$ cat src/rtl/i2cseq_pkg.sv
package i2cseq_pkg;
  typedef enum logic [1:0] {
    OP_START = 2'd0,
    OP_SEND  = 2'd1,
    OP_RECV  = 2'd2,
    OP_STOP  = 2'd3
  } bus_op_e;

  typedef enum logic [2:0] {
    S_IDLE,
    S_ADDR,
    S_RUN,
    S_XFER,
    S_STOP
  } seq_state_e;

  localparam int CB_EN  = 15;
  localparam int CB_MST = 10;
  localparam int CB_TRX = 9;
  localparam int CB_RM  = 2;
  localparam int CB_STP = 1;
  localparam int CB_STT = 0;
  localparam logic [15:0] CTL_KEEP = 16'hcf87;
endpackage

$ cat src/rtl/i2cseq_fifo.sv
module i2cseq_fifo #(
  parameter int W     = 8,
  parameter int DEPTH = 4
) (
  input  logic                         clk,
  input  logic                         rst_n,
  input  logic                         clr,
  input  logic                         push,
  input  logic [W-1:0]                 din,
  input  logic                         pop,
  output logic [W-1:0]                 dout,
  output logic [$clog2(DEPTH+1)-1:0]   level,
  output logic                         full,
  output logic                         empty
);
  localparam int AW = (DEPTH > 1) ? $clog2(DEPTH) : 1;
  localparam int LW = $clog2(DEPTH + 1);

  logic [W-1:0]  mem [DEPTH];
  logic [AW-1:0] wp_q, wp_d, rp_q, rp_d;
  logic [LW-1:0] lvl_q, lvl_d;
  logic          wr_en, rd_en;

  assign full  = (lvl_q == LW'(DEPTH));
  assign empty = (lvl_q == '0);
  assign wr_en = push && !full;
  assign rd_en = pop && !empty;
  assign dout  = mem[rp_q];
  assign level = lvl_q;

  always_comb begin
    wp_d  = wp_q;
    rp_d  = rp_q;
    lvl_d = lvl_q;
    if (clr) begin
      wp_d  = '0;
      rp_d  = '0;
      lvl_d = '0;
    end else begin
      if (wr_en) wp_d = (wp_q == AW'(DEPTH - 1)) ? '0 : wp_q + AW'(1);
      if (rd_en) rp_d = (rp_q == AW'(DEPTH - 1)) ? '0 : rp_q + AW'(1);
      if (wr_en && !rd_en)      lvl_d = lvl_q + LW'(1);
      else if (rd_en && !wr_en) lvl_d = lvl_q - LW'(1);
    end
  end

  always_ff @(posedge clk or negedge rst_n) begin
    if (!rst_n) begin
      wp_q  <= '0;
      rp_q  <= '0;
      lvl_q <= '0;
    end else begin
      wp_q  <= wp_d;
      rp_q  <= rp_d;
      lvl_q <= lvl_d;
    end
  end

  always_ff @(posedge clk) begin
    if (wr_en && !clr) mem[wp_q] <= din;
  end

  // queue never reports more entries than it holds
  p_level_bound_r5: assert property (@(posedge clk) disable iff (!rst_n)
    lvl_q <= LW'(DEPTH));
endmodule

$ cat src/rtl/i2cseq_fsm.sv
module i2cseq_fsm
  import i2cseq_pkg::*;
#(
  parameter int CNT_W = 16
) (
  input  logic             clk,
  input  logic             rst_n,
  input  logic             ctl_we,
  input  logic [15:0]      ctl_wdata,
  output logic [15:0]      ctl_q,
  input  logic             cnt_we,
  input  logic [CNT_W-1:0] cnt_wdata,
  output logic [CNT_W-1:0] cnt_q,
  input  logic [1:0]       stat_clr,
  input  logic             tx_push,
  input  logic             tx_empty,
  input  logic             rx_empty,
  input  logic             rx_full,
  output logic             tx_pop,
  output logic             rx_push,
  output logic             buf_clr,
  output logic             bus_req,
  output bus_op_e          bus_op,
  input  logic             bus_done,
  input  logic             bus_ack,
  output logic             ev_nack,
  output logic             ev_xrdy,
  output logic             ev_ardy
);
  seq_state_e       state_q, state_d;
  bus_op_e          op_q, op_d;
  logic [15:0]      ctl_r, ctl_d;
  logic [CNT_W-1:0] cur_q, cur_d, prog_q;
  logic             nack_q, nack_d, ardy_q, ardy_d, xrdy_q, xrdy_d;
  logic             rm, trx, disable_wr;

  assign rm         = ctl_r[CB_RM];
  assign trx        = ctl_r[CB_TRX];
  assign disable_wr = ctl_we && !ctl_wdata[CB_EN];

  assign ctl_q   = ctl_r;
  assign cnt_q   = cur_q;
  assign bus_op  = op_q;
  assign bus_req = (state_q == S_ADDR) || (state_q == S_XFER) || (state_q == S_STOP);
  assign ev_nack = nack_q;
  assign ev_ardy = ardy_q;
  assign ev_xrdy = xrdy_q;

  always_comb begin
    state_d = state_q;
    op_d    = op_q;
    ctl_d   = ctl_r;
    cur_d   = cur_q;
    nack_d  = nack_q && !stat_clr[0];
    ardy_d  = ardy_q && !stat_clr[1];
    xrdy_d  = xrdy_q && !tx_push;
    tx_pop  = 1'b0;
    rx_push = 1'b0;
    buf_clr = 1'b0;
    if (disable_wr) begin
      state_d = S_IDLE;
      ctl_d   = ctl_wdata & CTL_KEEP;
      cur_d   = '0;
      nack_d  = 1'b0;
      ardy_d  = 1'b0;
      xrdy_d  = 1'b0;
      buf_clr = 1'b1;
    end else begin
      if (ctl_we && state_q != S_IDLE) ctl_d[CB_STP] = ctl_r[CB_STP] | ctl_wdata[CB_STP];
      unique case (state_q)
        S_IDLE: begin
          if (ctl_we) begin
            ctl_d = ctl_wdata & CTL_KEEP;
            if (ctl_wdata[CB_STT] && ctl_wdata[CB_MST]) begin
              state_d = S_ADDR;
              op_d    = OP_START;
              cur_d   = prog_q;
            end
          end
        end
        S_ADDR: begin
          if (bus_done) begin
            ctl_d[CB_STT] = 1'b0;
            if (!bus_ack) begin
              nack_d        = 1'b1;
              ctl_d[CB_STP] = 1'b0;
              ctl_d[CB_MST] = 1'b0;
              state_d       = S_IDLE;
            end else begin
              state_d = S_RUN;
            end
          end
        end
        S_RUN: begin
          if (rm) begin
            if (ctl_r[CB_STP]) begin
              op_d = OP_STOP; state_d = S_STOP;
            end else if (trx) begin
              if (!tx_empty) begin op_d = OP_SEND; state_d = S_XFER; end
              else xrdy_d = !tx_push;
            end else if (rx_empty) begin
              op_d = OP_RECV; state_d = S_XFER;
            end
          end else if (cur_q == '0) begin
            if (ctl_r[CB_STP]) begin
              op_d = OP_STOP; state_d = S_STOP;
            end else begin
              ardy_d        = 1'b1;
              ctl_d[CB_MST] = 1'b0;
              state_d       = S_IDLE;
            end
          end else if (trx) begin
            if (!tx_empty) begin op_d = OP_SEND; state_d = S_XFER; end
            else xrdy_d = !tx_push;
          end else if (!rx_full) begin
            op_d = OP_RECV; state_d = S_XFER;
          end
        end
        S_XFER: begin
          if (bus_done) begin
            if (!rm) cur_d = cur_q - CNT_W'(1);
            state_d = S_RUN;
            if (op_q == OP_SEND) begin
              tx_pop = 1'b1;
              if (!bus_ack) begin
                nack_d        = 1'b1;
                ctl_d[CB_STP] = 1'b0;
                ctl_d[CB_MST] = 1'b0;
                state_d       = S_IDLE;
              end
            end else begin
              rx_push = 1'b1;
            end
          end
        end
        S_STOP: begin
          if (bus_done) begin
            ctl_d[CB_STP] = 1'b0;
            ctl_d[CB_MST] = 1'b0;
            cur_d         = prog_q;
            if (!rm) ardy_d = 1'b1;
            state_d = S_IDLE;
          end
        end
        default: state_d = S_IDLE;
      endcase
    end
  end

  always_ff @(posedge clk or negedge rst_n) begin
    if (!rst_n) begin
      state_q <= S_IDLE;
      op_q    <= OP_START;
      ctl_r   <= '0;
      cur_q   <= '0;
      nack_q  <= 1'b0;
      ardy_q  <= 1'b0;
      xrdy_q  <= 1'b0;
    end else begin
      state_q <= state_d;
      op_q    <= op_d;
      ctl_r   <= ctl_d;
      cur_q   <= cur_d;
      nack_q  <= nack_d;
      ardy_q  <= ardy_d;
      xrdy_q  <= xrdy_d;
    end
  end

  always_ff @(posedge clk or negedge rst_n) begin
    if (!rst_n)      prog_q <= '0;
    else if (cnt_we) prog_q <= cnt_wdata;
  end

  // request and operation held until done
  p_req_hold_r12: assert property (@(posedge clk) disable iff (!rst_n)
    (bus_req && !bus_done && !disable_wr) |=> (bus_req && $stable(bus_op)));
  // a normal-mode send only with count left and data queued
  p_send_legal_r4: assert property (@(posedge clk) disable iff (!rst_n)
    (bus_req && bus_op == OP_SEND) |-> (!tx_empty && (rm || cur_q != '0)));
  // a receive only with room in the queue
  p_recv_room_r5: assert property (@(posedge clk) disable iff (!rst_n)
    (bus_req && bus_op == OP_RECV) |-> !rx_full);
  // refused address ends the transfer with NACK
  p_addr_nack_r3: assert property (@(posedge clk) disable iff (!rst_n)
    (bus_req && bus_op == OP_START && bus_done && !bus_ack && !disable_wr && !stat_clr[0])
      |=> (ev_nack && !bus_req && !ctl_r[CB_STT]));
  // start bit cleared after an accepted address phase
  p_start_clear_r2: assert property (@(posedge clk) disable iff (!rst_n)
    (bus_req && bus_op == OP_START && bus_done && !disable_wr) |=> !ctl_r[CB_STT]);
endmodule

$ cat src/rtl/i2c_xfer_seq.sv
module i2c_xfer_seq
  import i2cseq_pkg::*;
#(
  parameter int CNT_W = 16,
  parameter int DEPTH = 4,
  localparam int LVL_W = $clog2(DEPTH + 1)
) (
  input  logic             clk,
  input  logic             rst_n,
  input  logic             ctl_we,
  input  logic [15:0]      ctl_wdata,
  output logic [15:0]      ctl_q,
  input  logic             cnt_we,
  input  logic [CNT_W-1:0] cnt_wdata,
  output logic [CNT_W-1:0] cnt_q,
  input  logic [6:0]       tgt_addr,
  input  logic [1:0]       stat_clr,
  input  logic             tx_push,
  input  logic [7:0]       tx_byte,
  output logic [LVL_W-1:0] tx_level,
  input  logic             rx_pop,
  output logic [7:0]       rx_byte,
  output logic [LVL_W-1:0] rx_level,
  output logic             bus_req,
  output logic [1:0]       bus_op,
  output logic [6:0]       bus_addr,
  output logic             bus_rw,
  output logic [7:0]       bus_wdata,
  input  logic             bus_done,
  input  logic             bus_ack,
  input  logic [7:0]       bus_rdata,
  output logic             ev_nack,
  output logic             ev_xrdy,
  output logic             ev_rrdy,
  output logic             ev_ardy
);
  logic    tx_pop, rx_push, buf_clr;
  logic    tx_full, tx_empty, rx_full, rx_empty;
  bus_op_e op_e;

  assign bus_op   = op_e;
  assign bus_addr = tgt_addr;
  assign bus_rw   = !ctl_q[CB_TRX];
  assign ev_rrdy  = !rx_empty;

  i2cseq_fsm #(.CNT_W(CNT_W)) u_fsm (
    .clk(clk), .rst_n(rst_n),
    .ctl_we(ctl_we), .ctl_wdata(ctl_wdata), .ctl_q(ctl_q),
    .cnt_we(cnt_we), .cnt_wdata(cnt_wdata), .cnt_q(cnt_q),
    .stat_clr(stat_clr), .tx_push(tx_push),
    .tx_empty(tx_empty), .rx_empty(rx_empty), .rx_full(rx_full),
    .tx_pop(tx_pop), .rx_push(rx_push), .buf_clr(buf_clr),
    .bus_req(bus_req), .bus_op(op_e), .bus_done(bus_done), .bus_ack(bus_ack),
    .ev_nack(ev_nack), .ev_xrdy(ev_xrdy), .ev_ardy(ev_ardy)
  );

  i2cseq_fifo #(.W(8), .DEPTH(DEPTH)) u_txq (
    .clk(clk), .rst_n(rst_n), .clr(buf_clr),
    .push(tx_push), .din(tx_byte), .pop(tx_pop), .dout(bus_wdata),
    .level(tx_level), .full(tx_full), .empty(tx_empty)
  );

  i2cseq_fifo #(.W(8), .DEPTH(DEPTH)) u_rxq (
    .clk(clk), .rst_n(rst_n), .clr(buf_clr),
    .push(rx_push), .din(bus_rdata), .pop(rx_pop), .dout(rx_byte),
    .level(rx_level), .full(rx_full), .empty(rx_empty)
  );

  // a disabling control write leaves both queues empty
  p_disable_clears_r11: assert property (@(posedge clk) disable iff (!rst_n)
    (ctl_we && !ctl_wdata[CB_EN]) |=> (tx_level == '0 && rx_level == '0 && !ev_nack && !ev_ardy));
  // a full receive queue is never written past
  p_rx_no_ovf_r5: assert property (@(posedge clk) disable iff (!rst_n)
    rx_full |-> !(bus_req && bus_op == 2'd2));
  wire unused_full = tx_full;
endmodule

$ cat config.mk
export PLATFORM = sky130hd
export DESIGN_NAME = i2c_xfer_seq
export DESIGN_NICKNAME = d
export VERILOG_FILES = /design/src/rtl/i2cseq_pkg.sv /design/src/rtl/i2cseq_fifo.sv /design/src/rtl/i2cseq_fsm.sv /design/src/rtl/i2c_xfer_seq.sv
export SDC_FILE = /design/constraint.sdc
export NUM_CORES = 1
export LEC_CHECK = 0
export BUFFER_PORTS_ARGS = -buffer_cell sky130_fd_sc_hd__buf_2
export CAP_MARGIN = 10
export CORE_MARGIN = 5
export CORE_UTILIZATION = 49
export DETAILED_ROUTE_END_ITERATION = 8
export PLACE_DENSITY_LB_ADDON = 0.2
export SETUP_SLACK_MARGIN = 0.15
export SYNTH_ARGS = -nofsm -noshare
export SYNTH_HDL_FRONTEND = slang
export SYNTH_SLANG_ARGS = --single-unit
$ cat constraint.sdc
create_clock -name clk -period 2 [get_ports clk]
set_input_delay 0.5 -clock clk [delete_from_list [all_inputs] [get_ports clk]]
set_output_delay 0.5 -clock clk [all_outputs]
set_load 0.02 [all_outputs]
==> results of run 1 <==
[final timing paths]
| check | start | cells after the start | endpoint |
|---|---|---|---|
| min in group clk | tx_push | 2 | u_fsm.ev_xrdy |
| max in group asynchronous | rst_n | 2 | u_fsm.ctl_q[15] |
| hold / removal | rst_n | 1 | u_fsm.prog_q[6] |
| setup reg to reg | u_fsm.cnt_q[11] | 7 | u_fsm.state_q[1] |
| hold reg to reg | u_fsm.ctl_q[11] | 1 | u_fsm.ctl_q[11] |
| setup / recovery | u_fsm.cnt_q[11] | 7 | u_fsm.state_q[1] |
[layer usage]
layer / vias to the layer above / part of all wire (%) / global-route usage (%)
met5: - / 0 / 0
met4: 0 / 2.1 / 8.14
met3: 41 / 6.3 / 5.69
met2: 201 / 51 / 33.0
met1: 2346 / 40 / 25.4
li1: 2133 / - / -
[power groups by stage]
stage	Combinational [W]	Sequential (W)	Clock, W
5_1_grt	0.00576	0.00384	0.00320
4_1_cts	0.00437	0.00373	0.00305
3_5_place_dp	0.00388	0.00375	0
3_3_place_gp	0.00380	0.00372	0
6_report	0.00540	0.00379	0.00303
2_1_floorplan	0.00210	0.00405	0
[metrics by stage]
step | TNS [ps] | power, W
2_1_floorplan | -3040 | 0.00615
3_3_place_gp | -377 | 0.00752
3_5_place_dp | -805 | 0.00763
4_1_cts | -2970 | 0.0112
5_1_grt | -5070 | 0.0128
6_report | -3140 | 0.0122
[worst max-delay path: cells and delay by family (launching register included)]
kind	cells	cell delay [ps]
multiplexers	1	180
buffers and inverters	1	170
flip-flops	1	400
AND/OR/NAND/NOR	3	990
AO/OA/AOI/OAI	2	320
[cell usage after synthesis (4+ instances only)]
cell type,instances,area (sq um)
buf_2,4,20.0
nand3_1,9,45.0
a31oi_1,8,50.1
buf_4,13,97.6
a211oi_1,4,30.0
mux2_2,23,259
nor4_1,6,37.5
and2_1,6,37.5
nor2_1,39,146
nand2b_1,5,31.3
inv_1,16,60.1
mux2i_1,6,60.1
nor3_1,16,80.1
a22oi_1,7,52.6
xnor2_1,5,43.8
o21ai_0,33,165
nand2_1,23,86.3
mux4_2,16,360
clkbuf_1,21,78.8
edfxtp_1,64,1920
ha_1,11,138
a32oi_1,4,35.0
a21oi_1,24,120
nor3b_1,5,37.5
dfrtp_1,64,1600
[final cells by class]
cell class	count	area, sq um
Sequential cell	128	3540
Fill cell	829	3450
Multi-Input combinational cell	299	2650
Timing Repair Buffer	199	1550
Clock buffer	19	433
Tap cell	147	184
Clock inverter	13	144
Inverter	16	60.1
[state kept, by name, indices dropped and copies added (netlist names)]
| register | count |
|---|---|
| u_fsm.ev_nack | 1 |
| u_fsm.prog_q | 16 |
| u_fsm.ev_ardy | 1 |
| u_fsm.ctl_q | 10 |
| u_rxq.level | 3 |
| u_fsm.bus_op | 2 |
| u_fsm.state_q | 3 |
| u_rxq.mem | 32 |
| u_rxq.rp_q | 2 |
| u_rxq.wp_q | 2 |
| u_fsm.ev_xrdy | 1 |
| u_txq.wp_q | 2 |
| u_txq.level | 3 |
| u_txq.rp_q | 2 |
| u_txq.mem | 32 |
| u_fsm.cnt_q | 16 |
[cells by family after synthesis]
logic type	share of synthesized area, %
buffers and inverters	4.44
AND/OR/NAND/NOR	12.0
adder cells (fa/ha/maj)	2.95
other	0.0622
multiplexers	11.3
flip-flops	58.5
AO/OA/AOI/OAI	10.1
XOR/XNOR	0.727
[repair_timing]
action                                  4_1_cts  5_1_grt
gates cloned                                  0        6
pin swaps                                    13       28
resized for setup                            43      120
endpoints found under the setup margin       52       58
setup buffers                                13       12
==> results.tsv, run 1 <==
stage	metric	value	unit
outcome	status	finished with violations	
outcome	failing checks	negative setup slack	
logic_synthesis	syn_area_per_cell	12.6	sq um
logic_synthesis	Post-synth top flop	edfxtp_1	
route	DR WL/cell	19.0	um
timing	Setup Viol. Count Final	38	
layout	layout cells sized above 1	53.0	%
clocking	Clock Latency Late Sink	410	ps
logic_synthesis	YS warnings	0	
setup_path	critical path's largest stage delay	550	ps
layout	most common cell after layout, fill and taps aside	buf_2	
placement	dpl cell area	7130	sq um
floorplan	row count	40	
layout	post-layout instance area	8560	sq um
placement	placed wire-length estimate	9.76	mm
floorplan	total core area	12000	sq um
clocking	clock root buffer	clkbuf_16	
floorplan	Ports	134	
power_and_ir_drop	Power Density	1430	nW/um^2
clocking	TritonCTS Sinks	128	
route	routed wire length	15.6	mm
floorplan	die area	14600	sq um
layout	Layout Nets	739	
power_and_ir_drop	Max VDD drop	0.762	mV
route	DRT Pass-1 Iters	5	
logic_synthesis	#FFs+latches synth	128	
power_and_ir_drop	Internal Power	0.00783	W
power_and_ir_drop	power share of the clock group	24.8	%
timing	Clock Skew	8.67	ps
placement	global placement routability congestion	0.873	
timing	final hold violation count	0	
logic_synthesis	Post-synth EDFFs	64	
setup_path	Crit. End Element	register	
placement	Post-Place Cells	758	
route	Detailed Route Iter0 Violations	320	
run	max_cap viols	0	
timing	Final period util	109	%
clocking	cts hold-fix bufs	0	
timing	RSZ-0062 raised after global routing	true	
power_and_ir_drop	sequential power share	31.0	%
min_path	hold crit path type	in -> async	
setup_path	Req. time, crit path	2290	ps
timing	Final min period	2170	ps
placement	Worst Setup Slack post-DPL	-133	ps
setup_path	crit-path cells	or4_4 > or3_4 > o31ai_4 > buf_4 > o21ai_2 > mux2i_1 > nor2_1	
layout	most frequent cells in the layout	buf_2 (89), buf_4 (67), edfxtp_1 (64)	
floorplan	die width	121	um
power_and_ir_drop	Switching Share	35.9	%
logic_synthesis	asr flop ratio synth	50.0	%
global_route	Remaining Overflow, GRT	0	
timing	Rel. slew slack	46.9	%
global_route	first-pass GRT wire length	23.1	mm
logic_synthesis	Synth Cell Area	6030	sq um
global_route	vias in the first global route	4745	
floorplan	Starting Density	50.2	%
layout	area grow syn2layout	42.0	%
clocking	CTS tree	yes	
global_route	GRT Util Overall	20.2	%
floorplan	Die Span Y	121	um
clocking	CTS clock-pin slew for the worst setup and hold paths	60	ps
route	vias	4721	
logic_synthesis	Synth cell types	55	
layout	Non-Filler Instances	821	
global_route	antenna violations before repair	0	
power_and_ir_drop	Psw	0.00439	W
timing	slew of the pin with the lowest slew margin	796	ps
setup_path	cell at the slowest stage of the critical path	or4_4	
logic_synthesis	share of the yosys chip area belonging to registers	58.5	%
timing	Slew Viols, Final	0	
timing	final worst slack	-173	ps
layout	n_diodes	0	
clocking	H-tree Lvls	4	
logic_synthesis	synthesized instance count	479	
setup_path	Critical Path Source Type	register	
setup_path	Setup Crit Path Kind	reg -> reg	
route	Routed Antenna Nets	0	
clocking	CTS Buf Count	17	
route	Residual DRC	0	
route	drt via density	5.75	
timing	fmax	0.460	GHz
setup_path	R2R Setup Slk	-170	ps
placement	IO Port Bufs	107	
setup_path	crit-path max FO	3	
setup_path	Worst Path Arrival	2460	ps
power_and_ir_drop	Comb pwr share	44.2	%
timing	hold_ws	174	ps
power_and_ir_drop	leak pwr	3.58	nW
layout	Core Util, Final	71.3	%
global_route	largest net degree at the start of global routing	33	
clocking	Clock Path Buffers	2	
Note: power is estimated with default switching activity, not from simulation.
==> run 2, diff against run 1 <==
Settings changed: CORE_UTILIZATION 49 to 50, SYNTH_HIERARCHICAL from default to 1.
==> run 2 against run 1 <==
Net effect: the run still ends with negative setup slack left; critical path depth is 2 higher; sequential power fell by 4%; area after synthesis up 5.6%; combinational power down 14%; wire length grew 5.3%; clock skew rose by 2.7 ps; register-to-register slack worse by 50 ps; total power is 6.0% lower; clock power rose by 7%; synthesized cell count is 9.8% higher; cell count is 9.6% higher; critical path type unchanged; critical endpoint is now u_rxq/level[2]; largest cell class unchanged.
==> results.tsv, run 2 <==
stage	metric	value	unit	change
outcome	status	finished with violations		
outcome	failing checks	negative setup slack		
timing	Rel. slew slack	66.5	%	+20 points
power_and_ir_drop	Comb pwr share	40.3	%	-3.9 points
global_route	vias in the first global route	5140		+8.3%
logic_synthesis	largest family of logic cells by synthesized area	simple AND/OR/NAND/NOR gates		
clocking	H-tree Lvls	4		unchanged
logic_synthesis	Synth Area in Compound Gates	12.1	%	+2.0 points
power_and_ir_drop	Switching Share	34.7	%	-1.2 points
logic_synthesis	Synth cell types	68		+24%
min_path	hold crit path type	in -> async		
placement	global placement routability congestion	0.862		-1.3%
setup_path	R2R Path Start	u_fsm/state_q[0]		
setup_path	Req. time, crit path	2350	ps	+60 ps
setup_path	Setup Crit Path Kind	reg -> reg		
power_and_ir_drop	Power Density	1300	nW/um^2	-9.1%
global_route	antenna violations before repair	0		unchanged
global_route	met1 global-route usage	27.5	%	+2.1 points
timing	fmax	0.450	GHz	-2.2%
setup_path	worst reg2reg endpoint	u_rxq/level[2]		
timing	Clock Skew	11.4	ps	+2.69 ps
power_and_ir_drop	leak pwr	3.72	nW	+4.0%
setup_path	Critical Path Source Type	register		
logic_synthesis	Post-synth EDFFs	64		unchanged
global_route	met2 Track Usage GR	37.5	%	+4.6 points
logic_synthesis	synthesized instance count	526		+9.8%
layout	Core Util, Final	70.4	%	-0.89 points
logic_synthesis	simple-gate share of the synthesized area	13.6	%	+1.6 points
floorplan	total core area	12600	sq um	+4.6%
run	max_cap viols	0		unchanged
floorplan	Ports	134		unchanged
power_and_ir_drop	Psw	0.00399	W	-9.1%
floorplan	row count	41		+2.5%
layout	Largest regs	u_rxq/mem (32), u_txq/mem (32)		
clocking	CTS Buf Count	17		unchanged
power_and_ir_drop	Internal Power	0.00749	W	-4.3%
timing	Setup Viol. Count Final	57		+50%
power_and_ir_drop	Max VDD drop	0.882	mV	+16%
placement	Post-Place Cells	840		+11%
route	routed wire length	16.4	mm	+5.3%
clocking	Clock Latency Late Sink	420	ps	about the same
route	drt via density	5.60		-2.7%
logic_synthesis	Post-synth top flop	edfxtp_1		
setup_path	R2R cell count	9		+2
setup_path	Worst Path Arrival	2570	ps	+110 ps
logic_synthesis	Synth area leader	edfxtp_1		
setup_path	Critical path origin	u_fsm/state_q[0]		
layout	most common cell after layout, fill and taps aside	buf_2		
layout	most frequent cells in the layout	buf_2 (90), buf_4 (78), edfxtp_1 (64)		
floorplan	die width	123	um	+1.6%
logic_synthesis	multiplexer share of the synthesized area	11.0	%	-0.25 points
timing	hold_ws	90.0	ps	-83.9 ps
logic_synthesis	top post-synthesis cells by area	edfxtp_1 (30%), dfrtp_1 (25%), mux4_2 (5.7%)		
floorplan	Starting Density	50.7	%	+0.47 points
clocking	clock root buffer	clkbuf_16		
logic_synthesis	asr flop ratio synth	50.0	%	unchanged
timing	RSZ-0062 raised after global routing	true		
logic_synthesis	syn_area_per_cell	12.1	sq um	-3.8%
global_route	GRT Util Overall	22.3	%	+2.1 points
logic_synthesis	area share of the largest cell type after synthesis	30.2	%	-1.7 points
layout	n_diodes	0		unchanged
timing	Final min period	2220	ps	+48.2 ps
floorplan	die area	15100	sq um	+3.2%
timing	final worst slack	-221	ps	-48.2 ps
setup_path	crit-path max FO	4		+1
global_route	met3 Usage GRT	5.76	%	+0.073 points
route	Routed Antenna Nets	0		unchanged
route	vias	5036		+6.7%
clocking	TritonCTS Sinks	128		unchanged
route	DRT Pass-1 Iters	5		unchanged
global_route	Remaining Overflow, GRT	0		unchanged
timing	Slew Viols, Final	0		unchanged
global_route	GRT busiest layer	met2		
setup_path	R2R Setup Slk	-220	ps	-50 ps
layout	area grow syn2layout	39.0	%	
clocking	CTS clock-pin slew for the worst setup and hold paths	60	ps	about the same
timing	Final period util	111	%	+2.4 points
global_route	largest net degree at the start of global routing	65		+97%
route	Residual DRC	0		unchanged
setup_path	Crit. End Element	register		
clocking	Clock Path Buffers	2		unchanged
clocking	CTS tree	yes		
logic_synthesis	share of the yosys chip area belonging to registers	55.3	%	-3.1 points
power_and_ir_drop	power share of the clock group	28.1	%	+3.3 points
logic_synthesis	top cells by count, synth	dfrtp_1 (64), edfxtp_1 (64), nand2_1 (43)		
global_route	first-pass GRT wire length	25.7	mm	+11%
logic_synthesis	Post-Synth XOR/XNOR Area	0	%	-0.73 points
power_and_ir_drop	sequential power share	31.5	%	+0.5 points
layout	Layout Nets	793		+7.3%
logic_synthesis	Synth Cell Area	6370	sq um	+5.6%
logic_synthesis	#FFs+latches synth	128		unchanged
power_and_ir_drop	Total Power	0.0115	W	-6.0%
layout	Non-Filler Instances	900		+9.6%
logic_synthesis	YS warnings	6		+6
timing	slew of the pin with the lowest slew margin	498	ps	-298 ps
placement	placed wire-length estimate	11.0	mm	+12%
logic_synthesis	post-synthesis adder-cell area fraction	2.79	%	-0.16 points
layout	layout cells sized above 1	48.9	%	-4.1 points
floorplan	Die Span Y	123	um	+1.6%
timing	final hold violation count	0		unchanged
route	Detailed Route Iter0 Violations	421		+32%
placement	Worst Setup Slack post-DPL	-569	ps	-436 ps
route	DR WL/cell	18.3	um	-3.9%
placement	IO Port Bufs	107		unchanged
## run 2: cell type report
type / count / area, sq um
multi-input combinational: 338 / 2880
fill: 896 / 3720
sequential: 128 / 3530
clock buffer: 18 / 429
clock inverter: 14 / 190
tap: 172 / 215
inverter: 25 / 97.6
timing repair buffer: 205 / 1500
## run 2: kinds of logic after synthesis
family | Yosys count
other | 1
AO/OA/AOI/OAI | 111
multiplexers | 45
flip-flops | 128
AND/OR/NAND/NOR | 163
adder cells (fa/ha/maj) | 13
buffers and inverters | 65
## run 2: power by group through the flow
stage | Sequential [W] | Clock (W) | Combinational [W]
final | 0.00362 | 0.00323 | 0.00463
after global routing | 0.00367 | 0.00341 | 0.00499
after CTS | 0.00360 | 0.00328 | 0.00429
after detailed placement | 0.00365 | 0 | 0.00386
after global placement | 0.00362 | 0 | 0.00377
after floorplan | 0.00395 | 0 | 0.00205
## run 2: what timing repair did
action | CTS | global route
setup buffers | 15 | 11
pin swaps | 19 | 15
gates resized for setup | 61 | 59
cloned | 0 | 2
endpoints found under the setup margin | 68 | 79
hold buffers | 0 | 0
## run 2: worst max-delay path by stage
| stage | to | cells after the start |
|---|---|---|
| after floorplan | u_txq/level[2] | 13 |
| after global placement | u_txq/level[2] | 13 |
| after detailed placement | u_txq/level[2] | 13 |
| after CTS | bus_wdata[0] | 3 |
| after global routing | u_txq/level[2] | 10 |
| final | u_rxq/level[2] | 9 |
## run 2: metrics by stage
| step | setup TNS, ps | area [sq um] |
|---|---|---|
| 2_1_floorplan | -8900 | 6530 |
| 3_3_place_gp | -7680 | 7560 |
| 3_5_place_dp | -11500 | 7560 |
| 4_1_cts | -2220 | 8530 |
| 5_1_grt | -7900 | 8850 |
| 6_report | -4910 | 8850 |
## run 2: critical path: stages, from the launching register on
cell      delay, ps
dfrtp_1         400
nand3b_1        200
nor2_4           60
buf_4           140
and3_4          180
and3_4          140
fa_2            370
a21bo_2         220
a311oi_2        260
o311a_1         200
## run 2: metal layers
layer,up-vias,part of all wire [%]
met1,2506,41
met2,182,51
li1,2321,-
met5,-,0
met4,0,2.0
met3,27,5.4
==> run 3, diff against run 2 <==
Settings changed: CORE_UTILIZATION 50 to 55.
Clock period 2 ns to 2.44 ns, I/O delays scaled along.
==> run 3 against run 2 <==
Net effect: the flow now finishes without violations; cell count fell by 10%; die area down 8.4%; critical path depth fell by 7; first-iteration DRC count fell by 33%; clock skew fell by 0.56 ps; count of clock-buffer cells in the layout unchanged; global-route usage down 1.0 points; critical endpoint is now bus_wdata[2]; largest power group is now registers.
==> results.tsv, run 3 (synthesis results as in run 2) <==
stage	metric	value	unit	change
clocking	CTS tree	yes		
power_and_ir_drop	Total Power	0.00830	W	-28%
global_route	GRT busiest layer	met2		
timing	Final period util	92.0	%	
layout	Layout Nets	732		-7.7%
floorplan	row count	39		-4.9%
global_route	GRT Util Overall	21.3	%	-1.0 points
floorplan	die width	118	um	-4.3%
floorplan	die area	13800	sq um	-8.4%
clocking	cts hold-fix bufs	0		unchanged
route	DR WL/cell	17.6	um	-3.6%
clocking	TritonCTS Sinks	128		unchanged
clocking	CTS clock-pin slew for the worst setup and hold paths	60	ps	about the same
global_route	vias in the first global route	4826		-6.1%
placement	placed wire-length estimate	10.0	mm	-8.5%
timing	Rel. slew slack	64.0	%	-2.5 points
route	vias	4671		-7.2%
global_route	met3 Usage GRT	7.11	%	+1.4 points
layout	layout cells sized above 1	37.6	%	-11 points
layout	area grow syn2layout	23.3	%	
clocking	Clock Path Buffers	2		unchanged
setup_path	Setup Crit Path Kind	reg -> out		
setup_path	R2R Setup Slk	230	ps	+450 ps
layout	most common cell after layout, fill and taps aside	buf_2		
setup_path	Req. time, crit path	1830	ps	-520 ps
outcome	status	completed		
floorplan	total core area	11400	sq um	-9.5%
timing	Setup Viol. Count Final	0		-100%
setup_path	Worst Path Arrival	1640	ps	-930 ps
power_and_ir_drop	power share of the clock group	29.5	%	+1.4 points
timing	Slew Viols, Final	0		unchanged
layout	n_diodes	0		unchanged
route	DRT Pass-1 Iters	5		unchanged
floorplan	Ports	134		unchanged
placement	IO Port Bufs	107		unchanged
setup_path	worst reg2reg endpoint	u_fsm/bus_op[0]		
setup_path	R2R cell count	7		-2
power_and_ir_drop	leak pwr	3.29	nW	-12%
route	Detailed Route Iter0 Violations	280		-33%
run	max_cap viols	0		unchanged
power_and_ir_drop	Psw	0.00286	W	-28%
global_route	first-pass GRT wire length	23.9	mm	-6.7%
setup_path	R2R Path Start	u_fsm/cnt_q[1]		
timing	Clock Skew	10.8	ps	-0.563 ps
timing	Final min period	2250	ps	
route	Residual DRC	0		unchanged
power_and_ir_drop	Switching Share	34.5	%	-0.28 points
timing	slew of the pin with the lowest slew margin	540	ps	+42.5 ps
clocking	CTS Buf Count	17		unchanged
layout	Largest regs	u_rxq/mem (32), u_txq/mem (32)		
global_route	largest net degree at the start of global routing	44		-32%
layout	Core Util, Final	69.1	%	-1.3 points
route	drt via density	5.77		+3.1%
global_route	antenna violations before repair	0		unchanged
layout	FF/Latch Area	3530	sq um	-0.11%
layout	most frequent cells in the layout	buf_2 (107), edfxtp_1 (64), dfrtp_1 (61)		
placement	global placement routability congestion	0.884		+2.5%
power_and_ir_drop	sequential power share	36.1	%	+4.6 points
layout	filler instances	822		-8.3%
clocking	H-tree Lvls	4		unchanged
floorplan	Die Span Y	118	um	-4.3%
clocking	clock root buffer	clkbuf_16		
route	routed wire length	14.3	mm	-13%
timing	fmax	0.445	GHz	
setup_path	crit-path max FO	9		+5
power_and_ir_drop	Max VDD drop	0.662	mV	-25%
route	Routed Antenna Nets	0		unchanged
global_route	Remaining Overflow, GRT	0		unchanged
min_path	hold crit path type	in -> async		
layout	multi-input logic area	2630	sq um	-8.8%
timing	RSZ-0062 raised after global routing	true		
global_route	met2 Track Usage GR	34.8	%	-2.8 points
timing	final hold violation count	0		unchanged
clocking	Clock Latency Late Sink	410	ps	about the same
setup_path	Critical Path Source Type	register		
timing	hold_ws	177	ps	+86.8 ps
power_and_ir_drop	Comb pwr share	34.4	%	-5.9 points
power_and_ir_drop	Internal Power	0.00544	W	-27%
power_and_ir_drop	Power Density	1060	nW/um^2	-19%
floorplan	Starting Density	56.0	%	+5.3 points
setup_path	Crit. End Element	primary output		
global_route	met1 global-route usage	26.7	%	-0.73 points
run 3: power by group through the flow:
stage	Combinational (W)	Sequential, W	Clock (W)
detailed placement	0.00268	0.00305	0
global placement	0.00260	0.00304	0
finish	0.00285	0.00300	0.00245
global route	0.00313	0.00305	0.00261
CTS	0.00279	0.00299	0.00249
floorplan	0.00163	0.00322	0
run 3: how the worst max path moves through the flow:
| stage | startpoint | end | slack (ps) | cells after the start |
|---|---|---|---|---|
| 4_1_cts | u_txq/rp_q[0] | bus_wdata[2] | 160 | 2 |
| 3_3_place_gp | ctl_wdata[15] | u_rxq/level[2] | -120 | 11 |
| 3_5_place_dp | ctl_wdata[15] | u_rxq/level[2] | -190 | 11 |
| 5_1_grt | u_txq/rp_q[0] | bus_wdata[2] | 120 | 2 |
| 2_1_floorplan | ctl_we | u_txq/level[2] | -330 | 15 |
| 6_report | u_txq/rp_q[0] | bus_wdata[2] | 190 | 2 |
run 3: worst max-delay path, cell delays in order, from the launching register on:
cell     delay [ps]
dfrtp_4         530
mux4_2          520
buf_2           170
run 3: layout make-up:
class	count	share of cell area, %
Clock buffer	18	5.47
Timing Repair Buffer	144	10.7
Sequential cell	128	45.0
Tap cell	143	2.28
Multi-Input combinational cell	338	33.5
Inverter	25	1.20
Clock inverter	14	1.88
run 3: per-stage QoR:
| step | TNS [ps] | instance area (sq um) | cells | setup WS (ps) |
|---|---|---|---|---|
| floorplan | -776 | 6470 | 531 | -333 |
| global placement | -217 | 7150 | 770 | -121 |
| detailed placement | -343 | 7150 | 770 | -188 |
| CTS | 0 | 7780 | 806 | 158 |
| global route | 0 | 7850 | 810 | 118 |
| finish | 0 | 7850 | 810 | 194 |
run 3: metal layers:
| layer | routed length (um) | part of all wire, % |
|---|---|---|
| met1 | 6020 | 42 |
| met2 | 7080 | 50 |
| met3 | 927 | 6.5 |
| met4 | 240 | 1.7 |
| met5 | 0 | 0 |
run 3: repair_timing:
item / CTS / global route
gates resized for setup: 8 / 8
pin swaps: 0 / 5
setup buffers: 4 / 4
gates cloned: 0 / 0
endpoints found under the setup margin: 19 / 17
